$ cat config.mk
export PLATFORM = sky130hd
export DESIGN_NAME = host_reg_frontend
export DESIGN_NICKNAME = d
export VERILOG_FILES = /design/src/rtl/regfe_pkg.sv /design/src/rtl/regfe_wfifo.sv /design/src/rtl/regfe_rdctl.sv /design/src/rtl/regfe_locregs.sv /design/src/rtl/host_reg_frontend.sv
export SDC_FILE = /design/constraint.sdc
export NUM_CORES = 1
export LEC_CHECK = 0
export BUFFER_PORTS_ARGS = -buffer_cell sky130_fd_sc_hd__buf_2
export CORE_UTILIZATION = 45
export DETAILED_ROUTE_END_ITERATION = 6
export GPL_TIMING_DRIVEN = 0
export PLACE_DENSITY_LB_ADDON = 0.1
export SLEW_MARGIN = 10
export SYNTH_ARGS = -nofsm -noshare
export SYNTH_HDL_FRONTEND = slang
export SYNTH_HIERARCHICAL = 1
export SYNTH_SLANG_ARGS = --single-unit
$ cat constraint.sdc
create_clock -name clk -period 8.9 [get_ports clk]
set_input_delay 0.445 -clock clk [delete_from_list [all_inputs] [get_ports clk]]
set_output_delay 0.445 -clock clk [all_outputs]
set_load 0.005 [all_outputs]
$ cat src/rtl/regfe_pkg.sv
package regfe_pkg;
  typedef enum logic [1:0] {
    RSP_NONE  = 2'b00,
    RSP_ACK   = 2'b01,
    RSP_RETRY = 2'b10
  } rsp_e;

  localparam logic [1:0] RAST_TAG  = 2'b01;
  localparam logic [7:0] STAT_ADDR = 8'h10;
  localparam int         RSEL_W    = 6;
  localparam int         RDAT_W    = 8;
endpackage

$ cat src/rtl/regfe_wfifo.sv
module regfe_wfifo #(
  parameter int DEPTH = 16,
  parameter int AW    = 32,
  parameter int DW    = 32
) (
  input  logic          clk,
  input  logic          rst_n,
  input  logic          push,
  input  logic [AW-1:0] push_addr,
  input  logic [DW-1:0] push_data,
  input  logic          pop,
  output logic [AW-1:0] head_addr,
  output logic [DW-1:0] head_data,
  output logic          empty,
  output logic          full
);
  localparam int PW = $clog2(DEPTH);
  localparam int CW = PW + 1;

  logic [AW-1:0] addr_mem [DEPTH];
  logic [DW-1:0] data_mem [DEPTH];
  logic [PW-1:0] wptr_q, wptr_n, rptr_q, rptr_n;
  logic [CW-1:0] cnt_q, cnt_n;

  always_comb begin
    wptr_n = wptr_q;
    rptr_n = rptr_q;
    cnt_n  = cnt_q;
    if (push) wptr_n = wptr_q + 1'b1;
    if (pop)  rptr_n = rptr_q + 1'b1;
    if (push && !pop)      cnt_n = cnt_q + 1'b1;
    else if (pop && !push) cnt_n = cnt_q - 1'b1;
  end

  always_ff @(posedge clk or negedge rst_n) begin
    if (!rst_n) begin
      wptr_q <= '0;
      rptr_q <= '0;
      cnt_q  <= '0;
    end else begin
      wptr_q <= wptr_n;
      rptr_q <= rptr_n;
      cnt_q  <= cnt_n;
    end
  end

  always_ff @(posedge clk) begin
    if (push) begin
      addr_mem[wptr_q] <= push_addr;
      data_mem[wptr_q] <= push_data;
    end
  end

  assign head_addr = addr_mem[rptr_q];
  assign head_data = data_mem[rptr_q];
  assign empty     = (cnt_q == '0);
  assign full      = (cnt_q == CW'(DEPTH));


  no_overflow_chk: assert property (@(posedge clk) disable iff (!rst_n)
    push |-> (cnt_q < CW'(DEPTH)));


  no_underflow_chk: assert property (@(posedge clk) disable iff (!rst_n)
    pop |-> (cnt_q != '0));
endmodule

$ cat src/rtl/regfe_rdctl.sv
module regfe_rdctl
  import regfe_pkg::*;
#(
  parameter int AW    = 32,
  parameter int DW    = 32,
  parameter int LIMIT = 15
) (
  input  logic          clk,
  input  logic          rst_n,
  input  logic          start,
  input  logic [AW-1:0] start_addr,
  output logic          dr_req,
  output logic [AW-1:0] dr_addr,
  input  logic          dr_ack,
  input  logic [DW-1:0] dr_data,
  output logic          done,
  output rsp_e          done_code,
  output logic [DW-1:0] done_data
);
  localparam int CW = $clog2(LIMIT + 1);

  logic          busy_q, busy_n;
  logic [CW-1:0] cnt_q, cnt_n;
  logic [AW-1:0] addr_q, addr_n;
  logic          done_q, done_n;
  rsp_e          code_q, code_n;
  logic [DW-1:0] data_q, data_n;

  always_comb begin
    busy_n = busy_q;
    cnt_n  = cnt_q;
    addr_n = addr_q;
    done_n = 1'b0;
    code_n = code_q;
    data_n = data_q;
    if (start) begin
      busy_n = 1'b1;
      cnt_n  = CW'(1);
      addr_n = start_addr;
    end else if (busy_q) begin
      if (dr_ack) begin
        busy_n = 1'b0;
        done_n = 1'b1;
        code_n = RSP_ACK;
        data_n = dr_data;
      end else if (cnt_q == CW'(LIMIT)) begin
        busy_n = 1'b0;
        done_n = 1'b1;
        code_n = RSP_RETRY;
        data_n = '0;
      end else begin
        cnt_n = cnt_q + 1'b1;
      end
    end
  end

  always_ff @(posedge clk or negedge rst_n) begin
    if (!rst_n) begin
      busy_q <= 1'b0;
      cnt_q  <= '0;
      addr_q <= '0;
      done_q <= 1'b0;
      code_q <= RSP_NONE;
      data_q <= '0;
    end else begin
      busy_q <= busy_n;
      cnt_q  <= cnt_n;
      addr_q <= addr_n;
      done_q <= done_n;
      code_q <= code_n;
      data_q <= data_n;
    end
  end

  assign dr_req    = busy_q;
  assign dr_addr   = addr_q;
  assign done      = done_q;
  assign done_code = code_q;
  assign done_data = data_q;


  rd_window_chk: assert property (@(posedge clk) disable iff (!rst_n)
    busy_q |-> (cnt_q != '0 && cnt_q <= CW'(LIMIT)));


  rd_done_chk: assert property (@(posedge clk) disable iff (!rst_n)
    $fell(busy_q) |-> done_q);
endmodule

$ cat src/rtl/regfe_locregs.sv
module regfe_locregs #(
  parameter int NLOC = 8,
  parameter int DW   = 32
) (
  input  logic                    clk,
  input  logic                    rst_n,
  input  logic                    wr_en,
  input  logic [$clog2(NLOC)-1:0] wr_idx,
  input  logic [DW-1:0]           wr_data,
  input  logic [$clog2(NLOC)-1:0] rd_idx,
  output logic [DW-1:0]           rd_data
);
  logic [DW-1:0] word_q [NLOC];

  for (genvar g = 0; g < NLOC; g++) begin : g_word
    logic sel;
    assign sel = wr_en && (wr_idx == g);
    always_ff @(posedge clk or negedge rst_n) begin
      if (!rst_n)   word_q[g] <= '0;
      else if (sel) word_q[g] <= wr_data;
    end
  end

  assign rd_data = word_q[rd_idx];
endmodule

$ cat src/rtl/host_reg_frontend.sv
module host_reg_frontend
  import regfe_pkg::*;
#(
  parameter int AW       = 32,
  parameter int DW       = 32,
  parameter int WQ_DEPTH = 16,
  parameter int NLOC     = 8,
  parameter int RD_LIMIT = 15
) (
  input  logic                clk,
  input  logic                rst_n,
  input  logic                hst_req,
  input  logic                hst_we,
  input  logic                hst_mem,
  input  logic [AW-1:0]       hst_addr,
  input  logic [DW-1:0]       hst_wdata,
  output logic                rsp_valid,
  output logic [1:0]          rsp_code,
  output logic [DW-1:0]       rsp_rdata,
  output logic                rast_wr,
  output logic [RSEL_W-1:0]   rast_sel,
  output logic [RDAT_W-1:0]   rast_data,
  input  logic                retrace,
  output logic                pw_valid,
  output logic [AW-1:0]       pw_addr,
  output logic [DW-1:0]       pw_data,
  input  logic                pw_ready,
  output logic                dr_req,
  output logic [AW-1:0]       dr_addr,
  input  logic                dr_ack,
  input  logic [DW-1:0]       dr_data
);
  localparam int LW = $clog2(NLOC);

  logic          q_empty, q_full, q_push, q_pop;
  logic          rd_start, rd_done;
  rsp_e          rd_code;
  logic [DW-1:0] rd_data, loc_rdata;
  logic [7:0]    reg_a;
  logic          is_read, reg_wr, rast_hit, loc_hit, stat_hit, refuse;

  logic                imm_vld_q, imm_vld_n;
  rsp_e                imm_code_q, imm_code_n;
  logic [DW-1:0]       imm_data_q, imm_data_n;
  logic                rwr_q, rwr_n;
  logic [RSEL_W-1:0]   rsel_q, rsel_n;
  logic [RDAT_W-1:0]   rdat_q, rdat_n;

  always_comb begin
    reg_a    = hst_addr[7:0];
    is_read  = hst_req && !hst_we;
    reg_wr   = hst_req && hst_we && !hst_mem;
    rast_hit = (reg_a[7:6] == RAST_TAG);
    loc_hit  = (int'(reg_a) < NLOC);
    stat_hit = (reg_a == STAT_ADDR);
    refuse   = (is_read && !q_empty) || (hst_req && hst_we && hst_mem && q_full);
    q_push   = hst_req && hst_we && hst_mem && !q_full;
    q_pop    = !q_empty && pw_ready;
    rd_start = is_read && hst_mem && q_empty;
  end

  always_comb begin
    imm_vld_n  = hst_req && !rd_start;
    imm_code_n = refuse ? RSP_RETRY : RSP_ACK;
    imm_data_n = '0;
    if (is_read && !hst_mem && !refuse) begin
      if (loc_hit)       imm_data_n = loc_rdata;
      else if (stat_hit) imm_data_n = {{(DW-2){1'b0}}, q_empty, retrace};
    end
    rwr_n  = reg_wr && rast_hit;
    rsel_n = rsel_q;
    rdat_n = rdat_q;
    if (rwr_n) begin
      rsel_n = reg_a[RSEL_W-1:0];
      rdat_n = hst_wdata[RDAT_W-1:0];
    end
  end

  always_ff @(posedge clk or negedge rst_n) begin
    if (!rst_n) begin
      imm_vld_q  <= 1'b0;
      imm_code_q <= RSP_NONE;
      imm_data_q <= '0;
      rwr_q      <= 1'b0;
      rsel_q     <= '0;
      rdat_q     <= '0;
    end else begin
      imm_vld_q  <= imm_vld_n;
      imm_code_q <= imm_code_n;
      imm_data_q <= imm_data_n;
      rwr_q      <= rwr_n;
      rsel_q     <= rsel_n;
      rdat_q     <= rdat_n;
    end
  end

  regfe_wfifo #(.DEPTH(WQ_DEPTH), .AW(AW), .DW(DW)) u_wq (
    .clk(clk), .rst_n(rst_n), .push(q_push), .push_addr(hst_addr),
    .push_data(hst_wdata), .pop(q_pop), .head_addr(pw_addr),
    .head_data(pw_data), .empty(q_empty), .full(q_full)
  );

  regfe_rdctl #(.AW(AW), .DW(DW), .LIMIT(RD_LIMIT)) u_rd (
    .clk(clk), .rst_n(rst_n), .start(rd_start), .start_addr(hst_addr),
    .dr_req(dr_req), .dr_addr(dr_addr), .dr_ack(dr_ack), .dr_data(dr_data),
    .done(rd_done), .done_code(rd_code), .done_data(rd_data)
  );

  regfe_locregs #(.NLOC(NLOC), .DW(DW)) u_loc (
    .clk(clk), .rst_n(rst_n), .wr_en(reg_wr && loc_hit),
    .wr_idx(reg_a[LW-1:0]), .wr_data(hst_wdata),
    .rd_idx(reg_a[LW-1:0]), .rd_data(loc_rdata)
  );

  assign pw_valid  = !q_empty;
  assign rsp_valid = imm_vld_q || rd_done;
  assign rsp_code  = imm_vld_q ? imm_code_q : rd_code;
  assign rsp_rdata = imm_vld_q ? imm_data_q : rd_data;
  assign rast_wr   = rwr_q;
  assign rast_sel  = rsel_q;
  assign rast_data = rdat_q;


  rd_after_drain_chk: assert property (@(posedge clk) disable iff (!rst_n)
    $rose(dr_req) |-> !pw_valid);


  one_rsp_chk: assert property (@(posedge clk) disable iff (!rst_n)
    !(imm_vld_q && rd_done));


  rast_ack_chk: assert property (@(posedge clk) disable iff (!rst_n)
    rast_wr |-> (rsp_valid && rsp_code == RSP_ACK));
endmodule

==> metrics <==
vias in the first global route just over 30000; critical path type register to register; Max FO, Critical Path 9; global-route wire length before repair 206 mm; number of synthesized register bits 1415; Initial Util 45.5%; sequential area share after synthesis just over 70%; crit path buf inv count 5; VDD IR max around 230 µV; slack of the critical path 4710 ps; Place WS around 4500 ps; CP dominant cell by count buf_4; Synth Area in Compound Gates roughly 2.5%; final hold violations 0; row cnt about 130; core area ~0.12 mm²; WP data required between 9000 and 10000 ps; clk_skew ~35 ps; Vias 28362; delay of the slowest cell on the worst path between 700 and 800 ps; top cell family by delay on the critical path simple AND/OR/NAND/NOR gates; post-synthesis xor/xnor area fraction less than 1%; die width ~350 µm; Setup crit end kind register; Total Routing Usage GR around 23%; CP arrival roughly 4600 ps; Synth cell types between 50 and 60; initial drt markers roughly 2200; P_int approximately 13 mW; Tcrit/Tclk final a little under half; sw frac between 20% and 30%; CP max stage cell nor3b_1; outcome finished, final reports clean; total CTS buffers 150; antenna violations before repair 9; # clock sinks between 1000 and 1500; Post-DRT Antenna Nets 0; endpoints failing setup 0; Max Slew Vio Count 0; Routed WL per cell ~29 µm; Fin Setup TNS 0 ps; Reg area around 0.041 mm²; H-tree depth 4; port bufs roughly 250; top cell type's share of synthesized area between 50% and 60%; Mapped Nets 2775; Max Cap Viol 0; Cell Area, Synth around 0.056 mm²; Clk pwr share about a third; synthesis-to-finish area growth 17.9%; worst slew pin tran ~1200 ps; Leak 24.9 nW; DIE AREA 0.125 mm²; Post-CTS Hold Buffers 35; max_slew headroom 19.6%; drt total wl 141 mm; Synth area leaders edfxtp_1 55%, dfrtp_1 18%, mux4_2 11%; Synth Warn # 6; mux contribution to synthesized area about 21%; # resized after CTS 0; Vias/cell ~5.8; pwr/cell area around 270 mW/mm²; share of layout cells above drive strength 1 around 40%; Simple-Gate Fraction of Synth Area under 10%; Reg clk slew, reported paths 60 ps; max frequency 238 MHz; Die Y 354 µm; cells after synthesis 2660; Startpoint Class register; largest net degree at the start of global routing 115; RD Place Congestion between 0.7 and 0.8; number of enable flip-flop cells after synthesis around 1000; CTS tree built; Synth async-reset ratio 27.6%; Hold Crit Class input port to register; clk root buf clkbuf_16; most common cell in the netlist edfxtp_1; Multi-input gate area around 0.014 mm²; Comb power frac 24.5%; adder-cell share of the synthesized area 0.261%; Overflow after GRT 0; commonest cells in the netlist 1024 x edfxtp_1, 391 x dfrtp_1, 351 x mux2_2; Seq pwr share 41.8%; post-DP HPWL 92.5 mm; worst path cell trace or4_1 > nor2_1 > nor3b_1 > clkbuf_1 > nand2_1 > nor3_2 > buf_6 > buf_4 > buf_4 > buf_4; largest family of logic cells by synthesized area multiplexers; filler cell count ~9500; post-CTS setup buffer count 0; I/O pin count about 250; Final #Nets 3295; hold slack about 97 ps; DR pass1 iterations 5; ys flop type edfxtp_1; Power, Total 17.9 mW; Avg Cell Area, Syn 20.9 µm²; cell taking the most area after synthesis edfxtp_1; crit path time final between 4000 and 5000 ps; RSZ-0062 raised after global routing no; drt drc 0; Net Sw Power 5.07 mW; worst-skew pair later-pin latency approximately 750 ps; Max Root-Sink Buffers 3
## flip-flops by register name, indices dropped and copies added (netlist names)
register	cells
imm_vld_q	1
rast_data	8
u_loc/word_q	256
u_wq/addr_mem	512
u_wq/data_mem	512
u_wq/cnt_q	5
u_rd/cnt_q	4
imm_data_q	32
u_rd/done_data	32
u_wq/rptr_q	4
u_rd/dr_req	1
rast_wr	1
u_wq/wptr_q	4
rast_sel	6
u_rd/done	1
u_rd/dr_addr	32
imm_code_q	2
u_rd/done_code	2
## area by class of cell
type                            count  share of cell area, %
Antenna cell                        2                0.00762
Buffer                            161                   1.52
Clock buffer                      204                   6.51
Clock inverter                     65                  0.791
Inverter                           14                 0.0800
Multi-Input combinational cell   1070                   21.7
Sequential cell                  1415                   61.7
Tap cell                         1625                   3.10
Timing Repair Buffer              368                   4.58
## cell usage in the layout, fill, tap and decap left out, types with 48 or more instances in the layout
cell type  synthesis  layout
clkbuf_1          38      68
mux2_2           351     351
buf_2             39     289
mux4_2           280     280
edfxtp_1        1024    1024
buf_4             26      48
a22oi_1          129     129
nand2_1           79      79
clkbuf_16          0     157
dfrtp_1          391     391
## cell families after synthesis
family,after synthesis
compound gates,181
xor+xnor,9
fa+ha+maj,11
buf+inv,175
flops,1415
mux,690
simple gates,179
## routing by layer
metal  track usage (%)  part of all wire (%)  vias to the layer above
met3              3.92                   5.7                      215
met2              38.2                    51                      878
met4              7.19                   2.6                        6
li1                  -                     -                    11932
met1              30.2                    41                    15331
met5                 0                 0.031                        -
## through the flow
stage | area (µm²) | utilization (%) | instances
global route | 65700 | 53.7 | 4924
global placement | 59000 | 48.2 | 4536
finish | 65700 | 53.7 | 4924
floorplan | 55700 | - | 2660
detailed placement | 60500 | 49.5 | 4618
CTS | 65700 | 53.7 | 4922
## power by group through the flow
stage	Sequential (mW)	Combinational (mW)	Clock, mW
finish	7.49	4.40	6.04
floorplan	7.61	2.65	0
global route	7.52	4.72	6.43
detailed placement	7.62	4.47	0
global placement	7.64	4.35	0
CTS	7.49	4.49	6.18
## final timing paths
path | from | end | slack, ps | depth (start not counted)
worst max-delay path | u_wq/cnt_q[0] | u_wq/addr_mem[3][3] | 4710 | 10
worst min-delay path | hst_addr[12] | u_wq/addr_mem[15][12] | 100 | 1
worst max register to register | u_wq/cnt_q[0] | u_wq/addr_mem[3][3] | 4710 | 10
worst min register to register | u_loc/word_q[110] | u_loc/word_q[110] | 480 | 1
max in group asynchronous | rst_n | u_rd/done_data[4] | 6810 | 4
min in group asynchronous | rst_n | u_loc/word_q[188] | 380 | 2
Note: power is estimated with default switching activity, not from simulation.
